==> src/rtl/ccg_pkg.sv <==
package ccg_pkg;

  // Master cycles in one row-strobe slot (one 2 MHz period).
  function automatic int unsigned slot_len(input int unsigned half);
    return 2 * half;
  endfunction

  // Length of the low phase of phi for an access of the given type.
  function automatic int unsigned low_len(input logic ram, input int unsigned half);
    return ram ? 2 * half : half;
  endfunction

  // Total master cycles taken by one access of the given type.
  function automatic int unsigned access_len(input logic ram, input int unsigned half);
    return ram ? 4 * half : 2 * half;
  endfunction

endpackage

==> src/rtl/ccg_slot_timer.sv <==
module ccg_slot_timer #(
  parameter int unsigned HALF = 4
) (
  input  logic clk,
  input  logic rst,
  output logic slot_start
);
  localparam int unsigned SLOT = ccg_pkg::slot_len(HALF);
  localparam int unsigned SW   = $clog2(SLOT);

  logic [SW-1:0] slot_cnt;

  always_ff @(posedge clk) begin
    if (rst) begin
      slot_cnt <= '0;
    end else if (slot_cnt == SW'(SLOT - 1)) begin
      slot_cnt <= '0;
    end else begin
      slot_cnt <= slot_cnt + 1'b1;
    end
  end

  assign slot_start = (slot_cnt == '0);
endmodule

==> src/rtl/ccg_phase_seq.sv <==
module ccg_phase_seq #(
  parameter int unsigned HALF = 4
) (
  input  logic clk,
  input  logic rst,
  input  logic ram_sel,
  output logic is_ram,
  output logic phi_out,
  output logic acc_start,
  output logic acc_end,
  output logic rise_pt
);
  localparam int unsigned CW = $clog2(4 * HALF);

  logic [CW-1:0] acc_cnt;
  logic [CW-1:0] len_m1;
  logic [CW-1:0] low_cnt;

  always_comb begin
    len_m1    = CW'(ccg_pkg::access_len(is_ram, HALF) - 1);
    low_cnt   = CW'(ccg_pkg::low_len(is_ram, HALF));
    acc_start = (acc_cnt == '0);
    acc_end   = (acc_cnt == len_m1);
    rise_pt   = (acc_cnt == low_cnt);
    phi_out   = (acc_cnt >= low_cnt);
  end

  // The access type is latched only when an access closes.
  always_ff @(posedge clk) begin
    if (rst) begin
      acc_cnt <= '0;
      is_ram  <= 1'b0;
    end else if (acc_end) begin
      acc_cnt <= '0;
      is_ram  <= ram_sel;
    end else begin
      acc_cnt <= acc_cnt + 1'b1;
    end
  end
endmodule

==> src/rtl/ccg_strobe_delay.sv <==
module ccg_strobe_delay #(
  parameter int unsigned DLY = 3
) (
  input  logic clk,
  input  logic rst,
  input  logic trig,
  output logic pulse
);
  logic [DLY-1:0] sr;

  generate
    if (DLY == 1) begin : g_single
      always_ff @(posedge clk) begin
        if (rst) sr <= '0;
        else     sr <= trig;
      end
    end else begin : g_chain
      always_ff @(posedge clk) begin
        if (rst) sr <= '0;
        else     sr <= {sr[DLY-2:0], trig};
      end
    end
  endgenerate

  assign pulse = sr[DLY-1];
endmodule

==> src/rtl/cpu_clk_gen.sv <==
module cpu_clk_gen #(
  parameter int unsigned HALF    = 4,
  parameter int unsigned STB_DLY = 3
) (
  input  logic clk,
  input  logic rst,
  input  logic ram_sel,
  output logic phi_out,
  output logic addr_stb,
  output logic data_stb,
  output logic slot_start
);
  // Named internal events, visible to the bound checker.
  logic is_ram;
  logic acc_start;
  logic acc_end;
  logic rise_pt;

  ccg_slot_timer #(.HALF(HALF)) u_slot (
    .clk        (clk),
    .rst        (rst),
    .slot_start (slot_start)
  );

  ccg_phase_seq #(.HALF(HALF)) u_seq (
    .clk       (clk),
    .rst       (rst),
    .ram_sel   (ram_sel),
    .is_ram    (is_ram),
    .phi_out   (phi_out),
    .acc_start (acc_start),
    .acc_end   (acc_end),
    .rise_pt   (rise_pt)
  );

  // Address strobe trails the falling edge; data strobe trails the rising edge.
  ccg_strobe_delay #(.DLY(STB_DLY)) u_addr_dly (
    .clk   (clk),
    .rst   (rst),
    .trig  (acc_start),
    .pulse (addr_stb)
  );

  ccg_strobe_delay #(.DLY(STB_DLY)) u_data_dly (
    .clk   (clk),
    .rst   (rst),
    .trig  (rise_pt),
    .pulse (data_stb)
  );
endmodule

==> config.mk <==
export PLATFORM = sky130hd
export DESIGN_NAME = cpu_clk_gen
export DESIGN_NICKNAME = d
export VERILOG_FILES = /design/src/rtl/ccg_pkg.sv /design/src/rtl/ccg_slot_timer.sv /design/src/rtl/ccg_phase_seq.sv /design/src/rtl/ccg_strobe_delay.sv /design/src/rtl/cpu_clk_gen.sv
export SDC_FILE = /design/constraint.sdc
export NUM_CORES = 1
export LEC_CHECK = 0
export BUFFER_PORTS_ARGS = -buffer_cell sky130_fd_sc_hd__buf_2
export CAP_MARGIN = 30
export CORE_AREA = 2 2 39 41
export DETAILED_ROUTE_END_ITERATION = 16
export DIE_AREA = 0 0 41 43
export GPL_TIMING_DRIVEN = 1
export PLACE_DENSITY = 0.66
export REMOVE_ABC_BUFFERS = 1
export SYNTH_ARGS = -nofsm -noshare
export SYNTH_HDL_FRONTEND = slang
export SYNTH_SLANG_ARGS = --single-unit
==> constraint.sdc <==
create_clock -name clk -period 1.7 [get_ports clk]
set_input_delay 0.34 -clock clk [delete_from_list [all_inputs] [get_ports clk]]
set_output_delay 0.34 -clock clk [all_outputs]
set_load 0.005 [all_outputs]
==> out/results.tsv, run 1 <==
metric	value	unit
hold path depth	3	
post-route minimum period	1664	ps
arrival time at the worst endpoint	1320	ps
Final #Nets	75	
RePlAce Congestion	0.7712	
required time of the critical path	1360	ps
post-place setup slack	131.8	ps
# fillers	135	
Crit Path Class	flop to output port	
Vias/cell	4.688	
Worst Hold Path EP	u_seq.is_ram$_SDFFE_PP0N_	
Worst Skew	2.343	ps
CTS tree	yes	
Routed Wire Length	783	µm
ys flop type	dfxtp_1	
Core Box Area	1384	µm²
Vias	375	
initial detailed-routing violation count	0	
VDD IR max	0.5025	mV
Pleak	0.0003214	µW
Sink Count	14	
Hold WC Path Type	input port to flop	
H-Tree Depth	1	
non-filler instance count after layout	80	
Fmax achieved	601.1	MHz
port buffer count	6	
Ports	7	
total grt overflow	0	
area of the die	1763	µm²
max-slew violations	0	
worst-path maximum fanout	2	
initial antenna violation count	0	
DRC Markers	0	
Commonest cells post-synth	dfxtp_1 (14), ha_1 (7), inv_1 (6)	
Rows	14	
final core occ	50.81	%
worst hold start	ram_sel	
Seq/Total Area, Yosys	48.38	%
Area contributors post-synth	dfxtp_1 (48%), ha_1 (15%), nor2b_1 (4.3%), inv_1 (3.9%), nor3b_1 (3.9%)	
final setup violation count	0	
P per Cell Area	942.4	nW/µm²
CTS root buf	clkbuf_4	
Ant. Diodes	0	
post-route ant nets	0	
post-DP HPWL	555.6	µm
routed length per instance	9.788	µm
P&R area growth vs syn	21.38	%
global-route wire length before repair	1476	µm
mean area per synthesized cell	11.14	µm²
Unique masters post-synth	21	
layout cells sized above 1	37.50	%
synthesized area	579.3	µm²
Warnings, synthesis	0	
Worst R2R Setup Slack	530	ps
R2R cell count	4	
EDFF count, synth	0	
period utilization	97.86	%
Hold Buf Count CTS	0	
Die W	41	µm
Yosys reg bits	14	
multi-input logic area	284.0	µm²
TritonCTS Buffers	3	
Reg2Reg Capture Point	u_seq.acc_cnt[3]$_SDFF_PP0_	
area leader, netlist	dfxtp_1	
Worst slew margin	78.98	%
DIE HEIGHT	43	µm
gr usage total	12.20	%
Gate Count Post-Synth	52	
CP Launch Type	flop	
post-synth top area share	48.38	%
clock latency on the worst-skew pair	270	ps
status	finished, final reports clean	
register area	287.8	µm²
Critical Path End Type	output port	
register clock-pin slew on the reported worst setup and hold paths	80	ps
Detailed Routing Iterations Pass 1	1	
RSZ-0062 raised after global routing	yes	
fin worst setup slack	36.39	ps
Worst-Margin Slew	310.9	ps
fraction of registers with async set/reset	0	%
largest net degree at the start of global routing	16	
number of global-route vias before repair	355	
count of final hold-check violations	0	
Placed Cells incl. Taps	73	
max cap viols	0	
Max Root-Sink Buffers	2	
FF-to-FF Start	u_seq.is_ram$_SDFFE_PP0N_	
Initial Util	41.86	%
most common cell in the netlist	dfxtp_1	
critical path, cell delays in order (launching register included):
cell     delay [ps]
dfxtp_4         350
inv_2            40
ha_4            220
a21bo_2         180
a21o_1          140
buf_2           120
registers in the layout (all words and copies together), names as in the netlist:
name,count
u_seq.acc_cnt,4
u_addr_dly.sr,3
u_data_dly.sr,3
u_slot.slot_cnt,3
u_seq.is_ram,1
routing by layer:
| layer | up-vias | global-route usage, % | wire, µm |
|---|---|---|---|
| met5 | - | 0 | 0 |
| met4 | 0 | 4.000 | 0 |
| met3 | 0 | 3.141 | 26 |
| met2 | 6 | 19.38 | 394 |
| met1 | 169 | 15.31 | 362 |
| li1 | 200 | - | - |
cell usage in the layout (no fill, tap or decap), types with 2 or more instances in the layout:
cell      netlist  final
buf_2           0      6
buf_4           1      3
clkbuf_4        0      3
dfxtp_1        14     10
dfxtp_2         0      3
ha_1            7      5
inv_1           6      4
inv_2           0      2
nand2b_1        2      2
nor2b_1         4      4
nor3_1          2      2
nor3b_1         3      3
through the flow:
step / hold WS (ps) / cell area [µm²] / TNS (ps) / power (µW)
final: 316.5 / 703.2 / 0 / 662.7
after global routing: 318.3 / 703.2 / -15.13 / 705.9
after CTS: 313.6 / 693.2 / 0 / 668.1
after detailed placement: 424.7 / 621.8 / 0 / 430.1
after global placement: 414.8 / 621.8 / 0 / 425.6
after floorplan: 410.9 / 571.8 / 0 / 405.5
cell type report:
class / count / area share (%)
repair buffers: 9 / 7.473
well taps: 16 / 2.847
flip-flops and latches: 14 / 40.93
multi-input cells: 31 / 40.39
inverters: 6 / 3.203
clock buffers: 4 / 5.160
power by group:
group	switching [µW]	internal (µW)	total, µW	leakage (µW)
logic	33.9	44.1	78.0	0.000184
registers	7.63	347	354	0.000116
clock network	100	130	230	0.0000210
cells by family after synthesis:
logic type	after synthesis	synth area share, %
simple gates	18	22.89
flops	14	48.38
buf+inv	7	5.184
fa+ha+maj	7	15.12
compound gates	4	5.184
xor+xnor	1	1.512
mux	1	1.728
what timing repair did:
action / CTS / global route
pin swaps: 3 / 1
endpoints found under the setup margin: 1 / 1
cloned: 0 / 0
buffers inserted: 2 / 1
gates resized for setup: 8 / 1
worst max path at each step:
stage / from / end / slack (ps) / cells past startpoint
after floorplan: u_seq.acc_cnt[2]$_SDFF_PP0_ / phi_out / 290 / 4
after global placement: u_seq.acc_cnt[2]$_SDFF_PP0_ / phi_out / 170 / 5
after detailed placement: u_seq.acc_cnt[2]$_SDFF_PP0_ / phi_out / 130 / 5
after CTS: u_seq.acc_cnt[2]$_SDFF_PP0_ / phi_out / 7 / 5
after global routing: u_seq.acc_cnt[2]$_SDFF_PP0_ / phi_out / -20 / 5
final: u_seq.acc_cnt[2]$_SDFF_PP0_ / phi_out / 40 / 5
(Power assumes the default switching activity.)
==> inputs of run 2 (changes only) <==
- REMOVE_ABC_BUFFERS: 1 -> not set
==> run 2 against run 1 <==
Die area stayed put. Highest routed layer is now met4. Largest power group unchanged. Clock power hardly changed. Fmax is 1.7% lower. Core utilization stayed put. Count of clock-buffer cells in the layout stayed put. Critical endpoint unchanged.
==> out/results.tsv, run 2 (same netlist as run 1, synthesis figures left out) <==
metric	value	unit	change
RePlAce Congestion	0.7629		-1.1%
post-DP HPWL	523.3	µm	-5.8%
largest net degree at the start of global routing	16		unchanged
register clock-pin slew on the reported worst setup and hold paths	80	ps	about the same
period utilization	99.51	%	+1.6 points
initial antenna violation count	0		unchanged
Reg2Reg Capture Point	u_seq.acc_cnt[3]$_SDFF_PP0_		
VDD IR max	0.6022	mV	+20%
required time of the critical path	1360	ps	about the same
Ports	7		unchanged
slowest stage cell, crit path	dfxtp_4		
Vias	412		+9.9%
Hold WC Path Type	input port to flop		
Max Root-Sink Buffers	2		unchanged
worst hold start	ram_sel		
count of final hold-check violations	0		unchanged
critical-path cell list	inv_2, ha_4, a21bo_2, a21o_1, buf_2		
area of the die	1763	µm²	unchanged
Sink Count	14		unchanged
commonest non-fill, non-tap cells in the layout	dfxtp_1 (10), buf_2 (6), ha_1 (5)		
final core occ	50.81	%	unchanged
Routed Wire Length	864	µm	+10%
P per Cell Area	948.4	nW/µm²	+0.64%
Core Box Area	1384	µm²	unchanged
Fmax achieved	591.2	MHz	-1.7%
Ant. Diodes	0		unchanged
post-route ant nets	0		unchanged
Hold Buf Count CTS	0		unchanged
Final #Nets	75		unchanged
CP Launch Type	flop		
Hold Slack	313.3	ps	-3.266 ps
post-route minimum period	1692	ps	+27.99 ps
status	finished, final reports clean		
DIE HEIGHT	43	µm	unchanged
Pleak	0.0003214	µW	unchanged
arrival time at the worst endpoint	1350	ps	+30 ps
Detailed Routing Iterations Pass 1	4		+3
syn_nets	62		
worst-path maximum fanout	2		unchanged
Worst Hold Path EP	u_seq.is_ram$_SDFFE_PP0N_		
CTS root buf	clkbuf_4		
Largest register FFs	4		unchanged
routed length per instance	10.80	µm	+10%
global-route wire length before repair	1518	µm	+2.8%
CTS tree	yes		
FF-to-FF Start	u_seq.acc_cnt[3]$_SDFF_PP0_		
DRC Markers	0		unchanged
commonest non-fill, non-tap cell in the layout	dfxtp_1		
R2R cell count	3		-1
final setup violation count	0		unchanged
P&R area growth vs syn	21.38	%	unchanged
Worst Skew	2.870	ps	+0.5265 ps
layout cells sized above 1	37.50	%	unchanged
TritonCTS Buffers	3		unchanged
gr usage total	13.26	%	+1.1 points
Crit Path Class	flop to output port		
total grt overflow	0		unchanged
Rows	14		unchanged
Critical Path End Type	output port		
H-Tree Depth	1		unchanged
hold path depth	3		unchanged
clock latency on the worst-skew pair	280	ps	about the same
max-slew violations	0		unchanged
Vias/cell	5.150		+9.9%
Die W	41	µm	unchanged
RSZ-0062 raised after global routing	yes		
Worst slew margin	84.66	%	+5.7 points
max cap viols	0		unchanged
Worst R2R Setup Slack	510	ps	-20 ps
initial detailed-routing violation count	4		+4
Biggest register	u_seq.acc_cnt		
Worst-Margin Slew	226.9	ps	-84.02 ps
port buffer count	6		unchanged
number of global-route vias before repair	377		+6.2%
Initial Util	41.86	%	unchanged
crit-path max cell delay	360	ps	about the same
==> run 2: worst max-delay path: cells and delay by family (launching register included) <==
| kind | cells | cell delay [ps] |
|---|---|---|
| AO/OA/AOI/OAI | 2 | 340 |
| buffers and inverters | 2 | 160 |
| flip-flops | 1 | 360 |
| adder cells (fa/ha/maj) | 1 | 230 |
==> run 2: timing repair <==
| action | CTS | global route |
|---|---|---|
| buffers inserted | 2 | 1 |
| resized for setup | 8 | 1 |
| gates cloned | 0 | 0 |
| setup endpoints to repair | 1 | 1 |
| hold endpoints to repair | 0 | 0 |
| pin swaps | 3 | 1 |
==> run 2: power by group <==
part | internal [µW] | leakage, µW | switching [µW]
logic | 44.7 | 0.000184 | 34.2
registers | 347 | 0.000116 | 8.06
clock network | 130 | 0.0000210 | 103
total | 522 | 0.000321 | 145
==> run 2: cell type report <==
cell class | instances | area [µm²]
fillers | 134 | 680.7
flip-flops and latches | 14 | 287.8
multi-input cells | 31 | 284.0
repair buffers | 9 | 52.55
clock buffers | 4 | 36.28
inverters | 6 | 22.52
well taps | 16 | 20.02
==> run 2: per-layer routing <==
layer | GRT usage, % | part of all wire, % | wire, µm
met1 | 16.17 | 45 | 385
met2 | 18.13 | 48 | 414
met3 | 9.424 | 6.1 | 53
met4 | 4.000 | 1.2 | 10
met5 | 0 | 0 | 0
==> run 2: through the flow <==
stage | std cells | setup slack, ps | TNS, ps | cell area, µm² | power [µW]
CTS | 79 | -4.746 | -4.746 | 693.2 | 672.5
global placement | 73 | 168.2 | 0 | 621.8 | 425.6
global route | 80 | -39.42 | -39.42 | 703.2 | 716.9
floorplan | 52 | 294.9 | 0 | 579.3 | 409.3
finish | 80 | 8.406 | 0 | 703.2 | 666.9
detailed placement | 73 | 139.0 | 0 | 621.8 | 427.8
==> run 2: worst max-delay path by stage <==
stage / start / end / slack (ps) / cells after the start
floorplan: u_seq.acc_cnt[2]$_SDFF_PP0_ / phi_out / 290 / 4
global placement: u_seq.acc_cnt[2]$_SDFF_PP0_ / phi_out / 170 / 5
detailed placement: u_seq.acc_cnt[2]$_SDFF_PP0_ / phi_out / 140 / 5
CTS: u_seq.acc_cnt[2]$_SDFF_PP0_ / phi_out / -5 / 5
global route: u_seq.acc_cnt[2]$_SDFF_PP0_ / phi_out / -40 / 5
finish: u_seq.acc_cnt[2]$_SDFF_PP0_ / phi_out / 8 / 5
==> inputs of run 3 (changes only) <==
- PLACE_DENSITY: 0.66 -> not set
==> run 3 against run 2 <==
Count of clock-buffer cells in the layout is the same. Register-to-register slack about the same. Fmax is 0.36% higher. Power is 0.35% higher. Via count shrank 2.2%. Worst hold slack got worse by 6.2 ps. Routed wire length down 2.2%. Critical endpoint unchanged. Largest cell class unchanged.
==> out/results.tsv, run 3 (same netlist as run 1, synthesis figures left out) <==
metric	value	unit	change
status	finished, final reports clean		
Pleak	0.0003225	µW	+0.35%
Rows	14		unchanged
required time of the critical path	1360	ps	about the same
arrival time at the worst endpoint	1350	ps	about the same
Worst slew margin	83.78	%	-0.88 points
Placed Cells incl. Taps	73		unchanged
fin worst setup slack	14.42	ps	+6.010 ps
TritonCTS Buffers	3		unchanged
# fillers	123		-8.2%
port buffer count	6		unchanged
count of final hold-check violations	0		unchanged
clock latency on the worst-skew pair	280	ps	about the same
Vias	403		-2.2%
register clock-pin slew on the reported worst setup and hold paths	90	ps	about the same
RePlAce Congestion	0.7094		-7.0%
number of global-route vias before repair	344		-8.8%
CTS tree	yes		
post-route minimum period	1686	ps	-6.010 ps
Ports	7		unchanged
total grt overflow	0		unchanged
Hold Buf Count CTS	0		unchanged
final core occ	50.99	%	+0.18 points
layout cells sized above 1	37.50	%	unchanged
final setup violation count	0		unchanged
VDD IR max	0.5802	mV	-3.7%
worst-path maximum fanout	2		unchanged
area of the die	1763	µm²	unchanged
largest net degree at the start of global routing	16		unchanged
Die W	41	µm	unchanged
DIE HEIGHT	43	µm	unchanged
max cap viols	0		unchanged
initial antenna violation count	0		unchanged
Final #Nets	75		unchanged
CTS root buf	clkbuf_4		
Detailed Routing Iterations Pass 1	4		unchanged
H-Tree Depth	1		unchanged
RSZ-0062 raised after global routing	yes		
gr usage total	12.12	%	-1.1 points
P per Cell Area	948.4	nW/µm²	about the same
post-place setup slack	143.5	ps	+4.495 ps
initial detailed-routing violation count	4		unchanged
Hold Slack	307.0	ps	-6.248 ps
post-route ant nets	0		unchanged
global-route wire length before repair	1428	µm	-5.9%
Critical Path End Type	output port		
syn_nets	62		unchanged
Routed Wire Length	845	µm	-2.2%
max-slew violations	0		unchanged
Initial Util	41.86	%	unchanged
Hold WC Path Type	input port to flop		
Max Root-Sink Buffers	2		unchanged
CP Launch Type	flop		
Worst-Margin Slew	243.3	ps	+16.46 ps
commonest non-fill, non-tap cell in the layout	dfxtp_1		
Ant. Diodes	0		unchanged
non-filler instance count after layout	80		unchanged
DRC Markers	0		unchanged
Largest register FFs	4		unchanged
Worst Skew	5.323	ps	+2.453 ps
routed length per instance	10.56	µm	-2.2%
Sink Count	14		unchanged
commonest non-fill, non-tap cells in the layout	dfxtp_1 (10), buf_2 (6), ha_1 (5)		
Fmax achieved	593.3	MHz	+0.36%
period utilization	99.15	%	-0.35 points
post-DP HPWL	524.1	µm	+0.15%
P&R area growth vs syn	21.81	%	
Vias/cell	5.038		-2.2%
Crit Path Class	flop to output port		
Biggest register	u_seq.acc_cnt		
total negative slack	0	ps	unchanged
Core Box Area	1384	µm²	unchanged
[run 3: timing repair]
item | 4_1_cts | 5_1_grt
gates resized for setup | 8 | 2
gates cloned | 0 | 0
setup endpoints to repair | 1 | 1
setup buffers | 3 | 0
pin swaps | 3 | 1
[run 3: path summary, 6_finish.rpt]
kind                               startpoint                          end  slack, ps  cells past startpoint
hold / removal                        ram_sel    u_seq.is_ram$_SDFFE_PP0N_        310                      3
setup reg to reg    u_seq.is_ram$_SDFFE_PP0N_  u_seq.acc_cnt[3]$_SDFF_PP0_        510                      4
setup / recovery  u_seq.acc_cnt[2]$_SDFF_PP0_                      phi_out         10                      5
hold reg to reg   u_data_dly.sr[1]$_SDFF_PP0_  u_data_dly.sr[2]$_SDFF_PP0_        440                      1
[run 3: routing by layer]
layer | part of all wire (%) | global-route usage, %
met4 | 0 | 4.000
met2 | 44 | 16.56
met3 | 8.0 | 7.853
met1 | 48 | 15.08
met5 | 0 | 0
[run 3: final cells by class]
| type | count | area (µm²) | area share [%] |
|---|---|---|---|
| Sequential cell | 14 | 287.8 | 40.78 |
| Multi-Input combinational cell | 31 | 284.0 | 40.25 |
| Tap cell | 16 | 20.02 | 2.837 |
| Clock buffer | 4 | 36.28 | 5.142 |
| Inverter | 6 | 25.02 | 3.546 |
| Timing Repair Buffer | 9 | 52.55 | 7.447 |
[run 3: per-stage QoR]
stage | power [µW] | cell area, µm²
detailed placement | 427.4 | 621.8
finish | 669.2 | 705.7
global route | 704.6 | 705.7
global placement | 426.3 | 621.8
CTS | 675.4 | 700.7
floorplan | 409.3 | 579.3
[run 3: worst max-delay path, cell delays in order, from the launching register on]
cell	delay (ps)
dfxtp_4	370
inv_4	30
ha_4	220
a21bo_2	180
a21o_1	140
buf_2	120
[run 3: report_power, final]
part | total, µW | internal, µW | leakage (µW) | switching [µW]
sequential | 357 | 347 | 0.000116 | 9.77
clock | 240 | 130 | 0.0000210 | 109
combinational | 72.9 | 41.4 | 0.000185 | 31.5
